`config.mk`:
```
export PLATFORM = sky130hd
export DESIGN_NAME = quad_dac_regbank
export DESIGN_NICKNAME = d
export VERILOG_FILES = /design/src/rtl/qdac_pkg.sv /design/src/rtl/qdac_decoder.sv /design/src/rtl/qdac_channel.sv /design/src/rtl/quad_dac_regbank.sv
export SDC_FILE = /design/constraint.sdc
export NUM_CORES = 1
export LEC_CHECK = 0
export ABC_CLOCK_PERIOD_IN_PS = 4620
export CORE_MARGIN = 10
export CORE_UTILIZATION = 57
export CTS_CLUSTER_DIAMETER = 100
export DETAILED_ROUTE_END_ITERATION = 8
export GPL_TIMING_DRIVEN = 1
export PLACE_DENSITY = 0.84
export SYNTH_ARGS = -nofsm -noshare
export SYNTH_HDL_FRONTEND = slang
export SYNTH_SLANG_ARGS = --single-unit
```
`constraint.sdc`:
```
create_clock -name clk -period 4.62 [get_ports clk]
set_input_delay 0.462 -clock clk [delete_from_list [all_inputs] [get_ports clk]]
set_output_delay 0.462 -clock clk [all_outputs]
set_load 0.005 [all_outputs]
```
`src/rtl/qdac_pkg.sv`:
```
package qdac_pkg;

    localparam int NUM_CH   = 4;
    localparam int WORD_W   = 16;
    localparam int FIELD_W  = 12;
    localparam int MODE_W   = 2;
    localparam int CHSEL_W  = $clog2(NUM_CH);

    typedef enum logic [1:0] {
        OM_DRIVE    = 2'b00,
        OM_FLOAT    = 2'b01,
        OM_LOW_OHM  = 2'b10,
        OM_HIGH_OHM = 2'b11
    } out_mode_e;

    typedef enum logic [1:0] {
        GRP_DIRECT = 2'b00,
        GRP_STAGE  = 2'b01,
        GRP_MOVE   = 2'b10,
        GRP_GLOBAL = 2'b11
    } op_group_e;

    typedef enum logic [1:0] {
        GOP_ALL_DIRECT = 2'b00,
        GOP_ALL_STAGE  = 2'b01,
        GOP_ALL_MOVE   = 2'b10,
        GOP_POWER      = 2'b11
    } global_op_e;

    typedef struct packed {
        logic [NUM_CH-1:0] wr_stage;
        logic [NUM_CH-1:0] wr_out;
        logic [NUM_CH-1:0] move;
        logic [NUM_CH-1:0] set_mode;
        out_mode_e         mode;
    } chan_ctl_t;

    function automatic logic [NUM_CH-1:0] chan_onehot(input logic [CHSEL_W-1:0] sel);
        logic [NUM_CH-1:0] r;
        r = '0;
        r[sel] = 1'b1;
        return r;
    endfunction

endpackage

```
`src/rtl/qdac_decoder.sv`:
```
module qdac_decoder
    import qdac_pkg::*;
#(
    parameter int RES_BITS = 12
) (
    input  logic              valid,
    input  logic [WORD_W-1:0] word,
    output chan_ctl_t         ctl,
    output logic [RES_BITS-1:0] code
);
    localparam int OP_LSB  = FIELD_W;
    localparam int CODE_LO = FIELD_W - RES_BITS;

    op_group_e         grp;
    global_op_e        gop;
    logic [NUM_CH-1:0] sel_one;
    logic [NUM_CH-1:0] pd_sel;

    assign grp     = op_group_e'(word[WORD_W-1 -: 2]);
    assign gop     = global_op_e'(word[OP_LSB+1:OP_LSB]);
    assign sel_one = chan_onehot(word[OP_LSB+1:OP_LSB]);
    assign pd_sel  = word[4] ? {NUM_CH{1'b1}} : chan_onehot(word[3:2]);
    assign code    = word[FIELD_W-1:CODE_LO];

    always_comb begin
        ctl          = '0;
        ctl.mode     = out_mode_e'(word[1:0]);
        if (valid) begin
            unique case (grp)
                GRP_DIRECT: begin
                    ctl.wr_stage = sel_one;
                    ctl.wr_out   = sel_one;
                end
                GRP_STAGE:  ctl.wr_stage = sel_one;
                GRP_MOVE:   ctl.move     = sel_one;
                GRP_GLOBAL: begin
                    unique case (gop)
                        GOP_ALL_DIRECT: begin
                            ctl.wr_stage = {NUM_CH{1'b1}};
                            ctl.wr_out   = {NUM_CH{1'b1}};
                        end
                        GOP_ALL_STAGE: ctl.wr_stage = {NUM_CH{1'b1}};
                        GOP_ALL_MOVE:  ctl.move     = {NUM_CH{1'b1}};
                        GOP_POWER:     ctl.set_mode = pd_sel;
                        default:       ctl.set_mode = '0;
                    endcase
                end
                default: ctl.wr_stage = '0;
            endcase
        end
    end

endmodule

```
`src/rtl/qdac_channel.sv`:
```
module qdac_channel
    import qdac_pkg::*;
#(
    parameter int RES_BITS = 12
) (
    input  logic                clk,
    input  logic                rst,
    input  logic                wr_stage,
    input  logic                wr_out,
    input  logic                move,
    input  logic                set_mode,
    input  out_mode_e           mode_in,
    input  logic [RES_BITS-1:0] code_in,
    output logic [RES_BITS-1:0] out_code,
    output out_mode_e           mode_q
);
    logic [RES_BITS-1:0] stage_q;

    always_ff @(posedge clk) begin
        if (rst) begin
            stage_q  <= '0;
            out_code <= '0;
            mode_q   <= OM_DRIVE;
        end else begin
            if (wr_stage) begin
                stage_q <= code_in;
            end
            if (wr_out) begin
                out_code <= code_in;
            end else if (move) begin
                out_code <= stage_q;
            end
            if (set_mode) begin
                mode_q <= mode_in;
            end
        end
    end

endmodule

```
`src/rtl/quad_dac_regbank.sv`:
```
module quad_dac_regbank
    import qdac_pkg::*;
#(
    parameter int RES_BITS = 12
) (
    input  logic                       clk,
    input  logic                       rst,
    input  logic                       cmd_valid,
    input  logic [15:0]                cmd_word,
    output logic [4*RES_BITS-1:0]      dac_code_o,
    output logic [4*MODE_W-1:0]        out_mode_o
);
    chan_ctl_t           ctl;
    logic [RES_BITS-1:0] code;

    qdac_decoder #(.RES_BITS(RES_BITS)) u_dec (
        .valid (cmd_valid),
        .word  (cmd_word),
        .ctl   (ctl),
        .code  (code)
    );

    for (genvar ch = 0; ch < NUM_CH; ch++) begin : g_ch
        out_mode_e mode_ch;

        qdac_channel #(.RES_BITS(RES_BITS)) u_chan (
            .clk      (clk),
            .rst      (rst),
            .wr_stage (ctl.wr_stage[ch]),
            .wr_out   (ctl.wr_out[ch]),
            .move     (ctl.move[ch]),
            .set_mode (ctl.set_mode[ch]),
            .mode_in  (ctl.mode),
            .code_in  (code),
            .out_code (dac_code_o[ch*RES_BITS +: RES_BITS]),
            .mode_q   (mode_ch)
        );

        assign out_mode_o[ch*MODE_W +: MODE_W] = mode_ch;
    end

endmodule

```
==> reports/metrics.csv <==
stage,metric,value,unit
grt,Total Routing Usage GR,19.2,%
timing,Max Clock Freq,368,MHz
worst_setup_path,CP arrival,2930,ps
clocking,CTS sink cnt,104,
timing,period utilization,58.8,%
yosys,top_reg_cell synth,dfxtp_1,
route,DR iter-0 viols,198,
die,die height,110,microns
clocking,Post-CTS Resized,0,
grt,total gr overflow,0,
cells_and_area,"Non-Filler Cell Area, Final",0.00546,sq mm
power_and_ir_drop,Max rail drop VDD,0.198,mV
die,Die Wd,110,microns
cells_and_area,Layout Cells excl Fill,634,
route,drt drc,0,
worst_setup_path,Worst Path Required,4830,ps
route,"antenna viol nets, final",0,
die,DIE AREA,0.0121,sq mm
route,WL/cell,18.3,microns
yosys,Syn. warnings,0,
clocking,CTS Root Buffer Type,clkbuf_8,
route,WL final,11600,microns
cells_and_area,Final #Nets,552,
placement,Area after DPL,0.00528,sq mm
die,initial core utilization,59.2,%
yosys,"Seq/Total Area, Yosys",45.0,%
clocking,worst skew pair latency,370,ps
placement,Detailed Place HPWL,7790,microns
clocking,CTS tree,yes,
cells_and_area,Ant. Diodes,0,
worst_setup_path,startpoint types,input pin,
clocking,H-Tree Depth,3,
power_and_ir_drop,PwrDens,298,mW/mm^2
grt,first-pass GRT wire length,18600,microns
yosys,post-synthesis net count,510,
clocking,clock transition at the registers of the reported paths,100,ps
placement,GPL Wtd Cong,0.828,
clocking,postcts setup bufs,0,
yosys,"EDFF count, synth",0,
cells_and_area,FF+latch area,0.00208,sq mm
clocking,hold_buf cts,0,
die,Core Area,0.00781,sq mm
yosys,average cell area after synthesis,9.53,sq um
cells_and_area,fillers,602,
yosys,Post-Syn Area,0.00462,sq mm
yosys,Async SR Flop Fraction,0,%
timing,slew margin rel.,23.1,%
placement,placed insts,618,
timing,final setup TNS,0,ps
yosys,Synth Instances,485,
timing,Fin. Hold Viols,0,
die,IO Pins,75,
route,number of vias per cell,5.76,
worst_setup_path,"Worst Path Class, Setup",input pin to flop,
cells_and_area,Multi-input gate area,0.00229,sq mm
timing,Slew Limit Fails,0,
grt,vias in the first global route,3721,
clocking,Num CTS Buffers,9,
die,num rows,32,
route,1st-pass router iterations,6,
timing,Worst-Margin Slew,1150,ps
grt,initial antenna violation count,0,
worst_setup_path,CP Capture Type,flop,
yosys,Unique masters post-synth,38,
route,routed vias,3651,
cells_and_area,P&R area growth vs syn,18.0,%
timing,clock skew,10.9,ps
run,# Max-Cap Violations,0,
timing,RSZ-0062 raised after global routing,no,
outcome,status,"finished, final reports clean",
worst_setup_path,CP Max Fanout,24,
worst_hold_path,Hold WC Path Type,flop to flop,
clocking,clock tree buffer depth,2,
power_and_ir_drop,leakage power,0.00201,uW
timing,Final Critical Period,2720,ps
timing,Final setup violation count,0,
power_and_ir_drop,Pwr Total,1630,uW
placement,count of buffers from port buffering,74,
cells_and_area,share of cells above drive strength 1,9.96,%
yosys,"FF+latch count, synth",104,
grt,largest net degree at the start of global routing,105,
## worst max-delay path, cell delays in order
cell,delay [ps]
clkdlybuf4s50_1,520
inv_1,110
ha_1,290
nand2b_2,210
or4_1,940
nor2_1,310
a211oi_2,70
## state kept, by name (all words and copies together) (netlist names)
name and flops:
g_ch.u_chan.mode_q 8, g_ch.u_chan.out_code 48, g_ch.u_chan.stage_q 48
## kinds of logic after synthesis
kind of cell,synth area share (%)
flip-flops,45.0
AND/OR/NAND/NOR,14.0
adder cells (fa/ha/maj),1.62
buffers and inverters,5.49
multiplexers,17.5
AO/OA/AOI/OAI,16.3
## area by class of cell
cell class / instances / area share (%)
Tap cell: 102 / 2.34
Sequential cell: 104 / 38.2
Multi-Input combinational cell: 330 / 41.9
Inverter: 3 / 0.206
Timing Repair Buffer: 79 / 14.2
Clock inverter: 6 / 0.803
Clock buffer: 10 / 2.34
## through the flow
| step | utilization (%) | worst slack (ps) | hold slack [ps] |
|---|---|---|---|
| floorplan | - | 2600 | 452 |
| CTS | 69.9 | 1930 | 473 |
| global route | 69.9 | 1780 | 506 |
| detailed placement | 67.7 | 1570 | 469 |
| global placement | 67.7 | 1670 | 461 |
| finish | 69.9 | 1900 | 474 |
## cells in the final DEF, fill, tap and decap left out, drive strengths merged
| cell type | n |
|---|---|
| clkinvlp | 1 |
| nand2 | 29 |
| a211oi | 36 |
| a211o | 2 |
| ha | 6 |
| a21oi | 15 |
| o32ai | 1 |
| or4 | 1 |
| inv | 4 |
| o21ai | 18 |
| and4 | 1 |
| nor2 | 97 |
| or2b | 1 |
| a21o | 1 |
| nand3 | 13 |
| mux2i | 81 |
| a311oi | 12 |
| clkinv | 4 |
| nor2b | 3 |
| nand2b | 4 |
| or3 | 1 |
| clkdlybuf4s50 | 73 |
| nor3 | 2 |
| o21a | 2 |
| clkbuf | 10 |
| buf | 6 |
| o21ba | 1 |
| dfxtp | 104 |
| o211ai | 1 |
| nor3b | 1 |
| or3b | 1 |
## cells in the mapped netlist, types with 2 or more instances
master    instances  area share, %
dfxtp_1         104             45
nor2_1           97            7.9
mux2i_1          81             18
clkbuf_1         33            2.7
nand2_1          28            2.3
a211oi_2         24            6.5
o21ai_0          16            1.7
a21oi_1          13            1.4
nand3_1          13            1.4
a211oi_1         12            1.9
a311oi_1         12            2.3
ha_1              6            1.6
buf_2             5           0.54
buf_6             5            1.2
buf_4             4           0.65
nand2b_1          3           0.41
nor2b_1           3           0.41
a211o_1           2           0.38
a21oi_2           2           0.38
inv_1             2           0.16
o21a_1            2           0.32
o21ai_1           2           0.22
## report_power, final
group / internal (uW) / switching [uW] / total (uW)
Sequential: 920 / 13.6 / 934
Clock: 198 / 314 / 512
Combinational: 75.9 / 103 / 179
## per-layer routing
layer  up-vias  GRT usage [%]  wire length, microns
met3        12           4.35                   831
met4         0           8.55                   204
met2       113           33.4                  5720
met5         -              0                     0
met1      1755           22.2                  4840
li1       1771              -                     -
## path summary, 6_finish.rpt
kind	start	depth (start not counted)	slack (ps)	endpoint
worst min-delay path	g_ch[2].u_chan.stage_q[11]	2	470	g_ch[2].u_chan.out_code[11]
worst max register to register	g_ch[1].u_chan.out_code[8]	2	3780	g_ch[1].u_chan.out_code[8]
worst max-delay path	cmd_word[14]	7	1900	g_ch[0].u_chan.out_code[5]
worst min register to register	g_ch[2].u_chan.stage_q[11]	2	470	g_ch[2].u_chan.out_code[11]
No activity file was read; power rests on OpenSTA's default activity.
